## src/rtl/tmr_pkg.sv

```systemverilog
package tmr_pkg;

  typedef enum logic [1:0] {
    ACT_NONE = 2'b00,
    ACT_SET  = 2'b01,
    ACT_CLR  = 2'b10,
    ACT_TOG  = 2'b11
  } pin_act_e;

  // register word addresses
  localparam int unsigned A_CTRL     = 0;
  localparam int unsigned A_COUNT    = 1;
  localparam int unsigned A_CMP0     = 2;
  localparam int unsigned A_CMP1     = 3;
  localparam int unsigned A_MODE     = 4;
  localparam int unsigned A_IEN      = 5;
  localparam int unsigned A_STAT     = 6;
  localparam int unsigned A_CAP_BASE = 8;

  // control and mode bit positions
  localparam int unsigned B_RUN  = 0;
  localparam int unsigned B_SEL  = 2;
  localparam int unsigned B_PWM  = 15;
  localparam int unsigned B_TC   = 14;
  localparam int unsigned B_ACT1 = 12;
  localparam int unsigned B_ACT0 = 10;

  // status bit positions
  localparam int unsigned S_CMP0 = 0;
  localparam int unsigned S_CMP1 = 1;
  localparam int unsigned S_OVF  = 2;
  localparam int unsigned S_CAP  = 3;

  function automatic logic apply_act(input pin_act_e a, input logic v);
    case (a)
      ACT_SET: return 1'b1;
      ACT_CLR: return 1'b0;
      ACT_TOG: return ~v;
      default: return v;
    endcase
  endfunction

endpackage

```

## src/rtl/tmr_prescale.sv

```systemverilog
module tmr_prescale #(
  parameter int unsigned SEL_W   = 3,
  parameter int unsigned DIV_LOG = 7
) (
  input  logic             clk,
  input  logic             rst_n,
  input  logic             run,
  input  logic [SEL_W-1:0] sel,
  output logic             tick
);
  logic [DIV_LOG-1:0] div_q, div_d, mask;
  int eff;

  always_comb begin
    eff = (int'(sel) > int'(DIV_LOG) - 1) ? int'(DIV_LOG) - 1 : int'(sel);
    for (int i = 0; i < int'(DIV_LOG); i++) mask[i] = (i <= eff);
    tick  = run && ((div_q & mask) == mask);
    div_d = run ? div_q + 1'b1 : '0;
  end

  always_ff @(posedge clk or negedge rst_n) begin
    if (!rst_n) div_q <= '0;
    else        div_q <= div_d;
  end

  // no tick while stopped, and the phase restarts from zero
  a_r2_stop_phase: assert property (@(posedge clk) disable iff (!rst_n)
    !run |=> (div_q == '0));

endmodule

```

## src/rtl/tmr_count.sv

```systemverilog
module tmr_count #(
  parameter int unsigned CW = 16
) (
  input  logic          clk,
  input  logic          rst_n,
  input  logic          tick,
  input  logic          tc_en,
  input  logic          wr_en,
  input  logic [CW-1:0] wr_val,
  input  logic [CW-1:0] cmp0,
  input  logic [CW-1:0] cmp1,
  output logic [CW-1:0] cnt,
  output logic          hit0,
  output logic          hit1,
  output logic          ovf
);
  logic [CW-1:0] cnt_d;
  logic          per_clr;

  always_comb begin
    hit0    = tick && (cnt == cmp0);
    hit1    = tick && (cnt == cmp1);
    per_clr = tc_en && hit1;
    ovf     = tick && (cnt == '1) && !per_clr;
    cnt_d   = cnt;
    if (wr_en)        cnt_d = wr_val;
    else if (per_clr) cnt_d = '0;
    else if (tick)    cnt_d = cnt + 1'b1;
  end

  always_ff @(posedge clk or negedge rst_n) begin
    if (!rst_n) cnt <= '0;
    else        cnt <= cnt_d;
  end

  a_r2_hold: assert property (@(posedge clk) disable iff (!rst_n)
    (!tick && !wr_en) |=> $stable(cnt));
  a_r4_wrap: assert property (@(posedge clk) disable iff (!rst_n)
    (ovf && !wr_en) |=> (cnt == '0));
  a_r5_period_return: assert property (@(posedge clk) disable iff (!rst_n)
    (hit1 && tc_en && !wr_en) |=> (cnt == '0));
  a_r10_sw_load: assert property (@(posedge clk) disable iff (!rst_n)
    wr_en |=> (cnt == $past(wr_val)));

endmodule

```

## src/rtl/tmr_capture.sv

```systemverilog
module tmr_capture #(
  parameter int unsigned CW = 16
) (
  input  logic          clk,
  input  logic          rst_n,
  input  logic          cap_pin,
  input  logic [CW-1:0] cnt,
  input  logic          sw_we,
  input  logic [CW-1:0] sw_val,
  output logic [CW-1:0] cap,
  output logic          ev
);
  logic          s1_q, s2_q, s3_q;
  logic [CW-1:0] cap_d;

  always_comb begin
    ev    = s2_q && !s3_q;
    cap_d = cap;
    if (ev)         cap_d = cnt;
    else if (sw_we) cap_d = sw_val;
  end

  always_ff @(posedge clk or negedge rst_n) begin
    if (!rst_n) begin
      s1_q <= 1'b0;
      s2_q <= 1'b0;
      s3_q <= 1'b0;
      cap  <= '0;
    end else begin
      s1_q <= cap_pin;
      s2_q <= s1_q;
      s3_q <= s2_q;
      cap  <= cap_d;
    end
  end

  // a detected edge stores the count seen in that cycle
  a_r7_latch: assert property (@(posedge clk) disable iff (!rst_n)
    ev |=> (cap == $past(cnt)));

endmodule

```

## src/rtl/timer_cc16.sv

```systemverilog
module timer_cc16
  import tmr_pkg::*;
#(
  parameter int unsigned CW      = 16,
  parameter int unsigned NCAP    = 2,
  parameter int unsigned SEL_W   = 3,
  parameter int unsigned DIV_LOG = 7,
  parameter int unsigned AW      = 4
) (
  input  logic            clk,
  input  logic            rst_n,
  input  logic            bus_sel,
  input  logic            bus_we,
  input  logic [AW-1:0]   bus_addr,
  input  logic [CW-1:0]   bus_wdata,
  output logic [CW-1:0]   bus_rdata,
  input  logic [NCAP-1:0] cap_in,
  output logic            pwm_out,
  output logic            irq
);
  localparam int unsigned SW = S_CAP + NCAP;

  logic             run_q, run_d;
  logic [SEL_W-1:0] sel_q, sel_d;
  logic [CW-1:0]    cmp0_q, cmp0_d, cmp1_q, cmp1_d;
  logic             pwm_q, pwm_d, tc_q, tc_d;
  pin_act_e         act0_q, act0_d, act1_q, act1_d;
  logic [SW-1:0]    ien_q, ien_d, stat_q, stat_d, ev;
  logic             pin_d;

  logic             we, wr_ctrl, wr_cnt, wr_cmp0, wr_cmp1, wr_mode, wr_ien, wr_stat;
  logic             tick, hit0, hit1, ovf;
  logic [CW-1:0]    cnt;
  logic [NCAP-1:0]  cap_ev, cap_we;
  logic [CW-1:0]    cap_q [NCAP];

  assign we      = bus_sel && bus_we;
  assign wr_ctrl = we && (bus_addr == AW'(A_CTRL));
  assign wr_cnt  = we && (bus_addr == AW'(A_COUNT));
  assign wr_cmp0 = we && (bus_addr == AW'(A_CMP0));
  assign wr_cmp1 = we && (bus_addr == AW'(A_CMP1));
  assign wr_mode = we && (bus_addr == AW'(A_MODE));
  assign wr_ien  = we && (bus_addr == AW'(A_IEN));
  assign wr_stat = we && (bus_addr == AW'(A_STAT));

  tmr_prescale #(.SEL_W(SEL_W), .DIV_LOG(DIV_LOG)) u_pre (
    .clk(clk), .rst_n(rst_n), .run(run_q), .sel(sel_q), .tick(tick));

  tmr_count #(.CW(CW)) u_cnt (
    .clk(clk), .rst_n(rst_n), .tick(tick), .tc_en(tc_q),
    .wr_en(wr_cnt), .wr_val(bus_wdata), .cmp0(cmp0_q), .cmp1(cmp1_q),
    .cnt(cnt), .hit0(hit0), .hit1(hit1), .ovf(ovf));

  for (genvar i = 0; i < int'(NCAP); i++) begin : g_cap
    assign cap_we[i] = we && (bus_addr == AW'(A_CAP_BASE + i));
    tmr_capture #(.CW(CW)) u_cap (
      .clk(clk), .rst_n(rst_n), .cap_pin(cap_in[i]), .cnt(cnt),
      .sw_we(cap_we[i]), .sw_val(bus_wdata), .cap(cap_q[i]), .ev(cap_ev[i]));
  end

  // next-state for software registers, status and pin
  always_comb begin
    run_d  = wr_ctrl ? bus_wdata[B_RUN] : run_q;
    sel_d  = wr_ctrl ? bus_wdata[B_SEL +: SEL_W] : sel_q;
    cmp0_d = wr_cmp0 ? bus_wdata : cmp0_q;
    cmp1_d = wr_cmp1 ? bus_wdata : cmp1_q;
    pwm_d  = wr_mode ? bus_wdata[B_PWM] : pwm_q;
    tc_d   = wr_mode ? bus_wdata[B_TC]  : tc_q;
    act1_d = wr_mode ? pin_act_e'(bus_wdata[B_ACT1 +: 2]) : act1_q;
    act0_d = wr_mode ? pin_act_e'(bus_wdata[B_ACT0 +: 2]) : act0_q;
    ien_d  = wr_ien  ? bus_wdata[SW-1:0] : ien_q;

    ev         = '0;
    ev[S_CMP0] = hit0;
    ev[S_CMP1] = hit1;
    ev[S_OVF]  = ovf;
    ev[S_CAP +: NCAP] = cap_ev;
    stat_d = (stat_q & ~(wr_stat ? bus_wdata[SW-1:0] : '0)) | ev;

    pin_d = pwm_out;
    if (hit0) pin_d = apply_act(act0_q, pin_d);
    if (hit1) pin_d = apply_act(act1_q, pin_d);
    if (!pwm_q) pin_d = 1'b0;
  end

  always_ff @(posedge clk or negedge rst_n) begin
    if (!rst_n) begin
      run_q   <= 1'b0;
      sel_q   <= '0;
      cmp0_q  <= '0;
      cmp1_q  <= '0;
      pwm_q   <= 1'b0;
      tc_q    <= 1'b0;
      act0_q  <= ACT_NONE;
      act1_q  <= ACT_NONE;
      ien_q   <= '0;
      stat_q  <= '0;
      pwm_out <= 1'b0;
    end else begin
      run_q   <= run_d;
      sel_q   <= sel_d;
      cmp0_q  <= cmp0_d;
      cmp1_q  <= cmp1_d;
      pwm_q   <= pwm_d;
      tc_q    <= tc_d;
      act0_q  <= act0_d;
      act1_q  <= act1_d;
      ien_q   <= ien_d;
      stat_q  <= stat_d;
      pwm_out <= pin_d;
    end
  end

  assign irq = |(stat_q & ien_q);

  always_comb begin
    bus_rdata = '0;
    case (bus_addr)
      AW'(A_CTRL): begin
        bus_rdata[B_RUN] = run_q;
        bus_rdata[B_SEL +: SEL_W] = sel_q;
      end
      AW'(A_COUNT): bus_rdata = cnt;
      AW'(A_CMP0):  bus_rdata = cmp0_q;
      AW'(A_CMP1):  bus_rdata = cmp1_q;
      AW'(A_MODE): begin
        bus_rdata[B_PWM] = pwm_q;
        bus_rdata[B_TC]  = tc_q;
        bus_rdata[B_ACT1 +: 2] = act1_q;
        bus_rdata[B_ACT0 +: 2] = act0_q;
      end
      AW'(A_IEN):  bus_rdata[SW-1:0] = ien_q;
      AW'(A_STAT): bus_rdata[SW-1:0] = stat_q;
      default: begin
        for (int i = 0; i < int'(NCAP); i++)
          if (bus_addr == AW'(A_CAP_BASE + i)) bus_rdata = cap_q[i];
      end
    endcase
  end

  a_r8_set_wins: assert property (@(posedge clk) disable iff (!rst_n)
    (ev != '0) |=> ((stat_q & $past(ev)) == $past(ev)));
  a_r8_w1c: assert property (@(posedge clk) disable iff (!rst_n)
    (wr_stat && ev == '0) |=> ((stat_q & $past(bus_wdata[SW-1:0])) == '0));
  a_r6_pin_idle: assert property (@(posedge clk) disable iff (!rst_n)
    !pwm_q |=> !pwm_out);

endmodule

```

## config.mk

```make
export PLATFORM = sky130hd
export DESIGN_NAME = timer_cc16
export DESIGN_NICKNAME = d
export VERILOG_FILES = /design/src/rtl/tmr_pkg.sv /design/src/rtl/tmr_prescale.sv /design/src/rtl/tmr_count.sv /design/src/rtl/tmr_capture.sv /design/src/rtl/timer_cc16.sv
export SDC_FILE = /design/constraint.sdc
export NUM_CORES = 1
export LEC_CHECK = 0
export ABC_AREA = 1
export BUFFER_PORTS_ARGS = -buffer_cell sky130_fd_sc_hd__buf_2
export CAP_MARGIN = 5
export CORE_MARGIN = 8
export CORE_UTILIZATION = 61
export CTS_CLUSTER_SIZE = 28
export DETAILED_ROUTE_END_ITERATION = 8
export HOLD_SLACK_MARGIN = 0.06
export MAX_ROUTING_LAYER = met4
export PLACE_DENSITY = 0.8
export SLEW_MARGIN = 5
export SYNTH_ARGS = -nofsm -noshare
export SYNTH_HDL_FRONTEND = slang
export SYNTH_SLANG_ARGS = --single-unit
```

## constraint.sdc

```tcl
create_clock -name clk -period 2 [get_ports clk]
set_input_delay 0.4 -clock clk [delete_from_list [all_inputs] [get_ports clk]]
set_output_delay 0.4 -clock clk [all_outputs]
set_load 0.05 [all_outputs]
```

==> impl_metrics.ini <==
[critical_path]
startpoint_type = flip-flop
r2r-end = u_cnt.cnt[6]$_DFFE_PN0P_
endpoint_kind = flip-flop
crit_path_max_fanout = 7
cp_data_arrival_time_ns = 2.55
critPathRequiredTime_ns = 2.38
r2r_slack_ns = -0.18
r2r_cells = 13
timing.rr.start = u_cnt.cnt[15]$_DFFE_PN0P_
critical_path_class = reg -> reg

[die]
core-area_um2 = 10370
rows = 37
start_util_pct = 62.93
die_y_um = 119.4
dieArea_um2 = 14260
die_w_um = 119.4
io_pins = 44

[synthesis]
synthSimpleGateAreaFrac_pct = 24.31
yosysUniqueCellTypes = 43
yosysSeqAreaShare_pct = 43.71
ys_ff_latch = 114
synth_compound_area_share_pct = 17.33
synth.area.mux_share_pct = 0
ys_warn_count = 0
avgSynthCellArea_um2 = 7.589
synth_top_family_by_area = simple AND/OR/NAND/NOR gates
syn-instance-count = 860
synth_fa_ha_area_share_pct = 0.3834
synth_xor_area_share_pct = 3.489
syn_area_um2 = 6526
synthesis.nets = 888

[timing]
tightest_slew_ns = 0.4438
slew_headroom_pct = 70.10
final.setup_skew_ns = 0.01104
fmaxAchievable_mhz = 459.7
min_period_ns = 2.175
fin_ws_ns = -0.1751
timing.final.crit_share_pct = 108.8
final_hold_viol_count = 0
slew_violations = 0
setup_viol = 23
fin_hold_ws_ns = 0.1967
rsz0062_at_grt = yes

[run]
maxCapViolations = 0

[drt]
drc_errors = 86
wl_per_cell_um = 21.84
ant_nets = 0
num_vias = 7453
first_pass_iters = 9
routed_wl_um = 25340
viasPerCell = 6.425
first_iter_violations = 1418

[pwr]
power_leakage_nw = 4.391
power_density_nw_per_um2 = 991.6
peakVddDrop_v = 0.0009102

[finish]
nNetsFinal = 1039
fillers = 519
antenna-diode-count = 0
syn_to_final_growth_pct = 37.94
drive_gt1_share_pct = 34.57
utilization_pct = 86.81

[global_route]
antenna_found_initial = 0
overflow = 0
grtUsageTotal_pct = 34.39
grt_first_pass_wirelength_um = 37230
grt_max_degree = 52
grt_pass1_vias = 6984

[clock_network]
numCtsBuffers = 17
cts_tree = built
cts.sinks = 114
worstSkewPairLatency_ns = 0.53
clockBufferDepth = 2
htree_num_levels = 4
clkSlewWorstSetupHoldPaths_ns = 0.07
clock-root-buffer = clkbuf_8

[placement]
globalplace.congestion = 1.113
dpl.hpwl_um = 15500
port_buffers = 43
dpl_worst_slack_ns = -0.2817

[worst_hold_path]
hold-path-endpoint = g_cap[0].u_cap.cap[2]$_DFFE_PN0P_
holdPathStages = 3
hold_class = in -> reg
hp-start = bus_wdata[2]

[run_status]
status = complete, but fails checks
failed_checks = DRC, setup timing
==> registers in the layout, indices dropped and copies added (netlist names), 2 cells and up <==
| register | cells |
|---|---|
| u_cnt.cnt | 16 |
| g_cap.u_cap.cap | 32 |
| g_cap.u_cap.s2_q | 2 |
| g_cap.u_cap.s3_q | 2 |
| act0_q | 2 |
| ien_q | 5 |
| act1_q | 2 |
| cmp1_q | 16 |
| stat_q | 5 |
| g_cap.u_cap.s1_q | 2 |
| u_pre.div_q | 7 |
| cmp0_q | 16 |
| sel_q | 3 |
==> critical path, stage by stage, from the launching register on <==
cell and delay, ns:
dfrtp_2 0.45, buf_6 0.13, buf_6 0.11, xnor2_2 0.12
nand2_1 0.08, nor2_2 0.15, nand2_2 0.09, nor2_4 0.14
nand3_4 0.18, buf_12 0.21, nand3_2 0.06, nand2_1 0.08
nand2_1 0.09, nand2_1 0.13
==> worst max path at each step <==
| stage | start | to | slack (ns) | depth (start not counted) |
|---|---|---|---|---|
| after global placement | bus_addr[3] | bus_rdata[12] | -0.19 | 10 |
| final | u_cnt.cnt[15]$_DFFE_PN0P_ | u_cnt.cnt[6]$_DFFE_PN0P_ | -0.18 | 13 |
| after detailed placement | bus_addr[2] | bus_rdata[15] | -0.28 | 11 |
| after global routing | u_cnt.cnt[15]$_DFFE_PN0P_ | u_cnt.cnt[6]$_DFFE_PN0P_ | -0.20 | 13 |
| after floorplan | bus_addr[0] | bus_rdata[0] | -0.08 | 5 |
| after CTS | u_cnt.cnt[12]$_DFFE_PN0P_ | bus_rdata[12] | -0.12 | 5 |
==> power breakdown <==
group          leakage, nW  total (mW)  internal, mW  switching, mW
logic                 2.68        2.61          1.05           1.56
registers             1.42        3.10          2.69          0.404
clock network        0.289        3.22          1.99           1.23
total                 4.39        8.93          5.73           3.20
==> logic make-up after synthesis <==
| group | after synthesis |
|---|---|
| AO/OA/AOI/OAI | 182 |
| buffers and inverters | 164 |
| XOR/XNOR | 26 |
| AND/OR/NAND/NOR | 372 |
| adder cells (fa/ha/maj) | 2 |
| flip-flops | 114 |
==> cell usage in the layout (no fill, tap or decap), drive strengths merged <==
master,synthesis,routed
a21oi,16,16
a221o,1,1
o211ai,30,30
a221oi,11,11
o221ai,9,9
xnor2,18,18
a31oi,4,4
ha,2,2
nand2,271,271
o22ai,10,10
nor2,51,51
o21ai,91,91
clkinvlp,0,4
inv,118,122
nor3,5,5
buf,24,171
bufinv,0,3
a22oi,2,2
dfrtp,114,114
clkinv,3,5
xor2,8,8
o21bai,1,1
nand3,33,33
a22o,1,1
nand4,12,12
dlygate4sd3,0,3
o2111ai,5,5
clkbuf,19,20
o21a,1,1
==> cell type report <==
cell class | count | area, um2 | share of cell area [%]
inverter | 121 | 478.0 | 5.309
sequential | 114 | 2873 | 31.91
timing repair buffer | 175 | 1443 | 16.02
clock buffer | 19 | 441.7 | 4.906
tap | 136 | 170.2 | 1.890
clock inverter | 13 | 175.2 | 1.946
multi-input combinational | 582 | 3422 | 38.01
==> per-layer routing <==
layer  share of wire [%]  GRT usage (%)  up-vias
met5                   0              -        -
met4                 5.3          14.91        0
met3                  16          12.33      203
met2                  43          49.88      649
met1                  36          42.57     3496
li1                    -              -     3105
==> Yosys cell counts (all sizes together) <==
cell | n | area, um2
a221oi | 11 | 96.34
clkbuf | 19 | 75.07
xnor2 | 18 | 157.7
dfrtp | 114 | 2853
inv | 118 | 445.4
o22ai | 10 | 62.56
o211ai | 30 | 225.2
o221ai | 9 | 78.83
nand4 | 12 | 81.33
clkinv | 3 | 12.51
o2111ai | 5 | 43.79
a22o | 1 | 8.760
a21oi | 16 | 95.10
ha | 2 | 25.02
buf | 24 | 170.2
nor2 | 51 | 230.2
nor3 | 5 | 25.02
nand2 | 271 | 1025
a22oi | 2 | 15.01
a31oi | 4 | 25.02
o21ai | 91 | 455.4
o21bai | 1 | 7.510
o21a | 1 | 7.510
xor2 | 8 | 70.07
a221o | 1 | 10.01
nand3 | 33 | 225.2
==> stage by stage <==
| step | total power, mW | std cells | instance area [um2] | setup TNS (ns) |
|---|---|---|---|---|
| global placement | 4.832 | 1056 | 7194 | -2.751 |
| detailed placement | 4.898 | 1056 | 7194 | -3.456 |
| finish | 8.927 | 1160 | 9002 | -1.615 |
| floorplan | 4.229 | 860 | 6564 | -0.7178 |
| CTS | 8.490 | 1148 | 8638 | -1.292 |
| global route | 9.153 | 1160 | 9002 | -3.333 |
==> what timing repair did <==
action                                 4_1_cts  5_1_grt
buffers inserted                            62       16
setup endpoints to repair                   16       36
cloned                                       0        1
endpoints found under the hold margin       18        0
pin swaps                                   26       31
hold buffers                                 3        0
resized for setup                          111       70
Note: power is estimated with default switching activity, not from simulation.
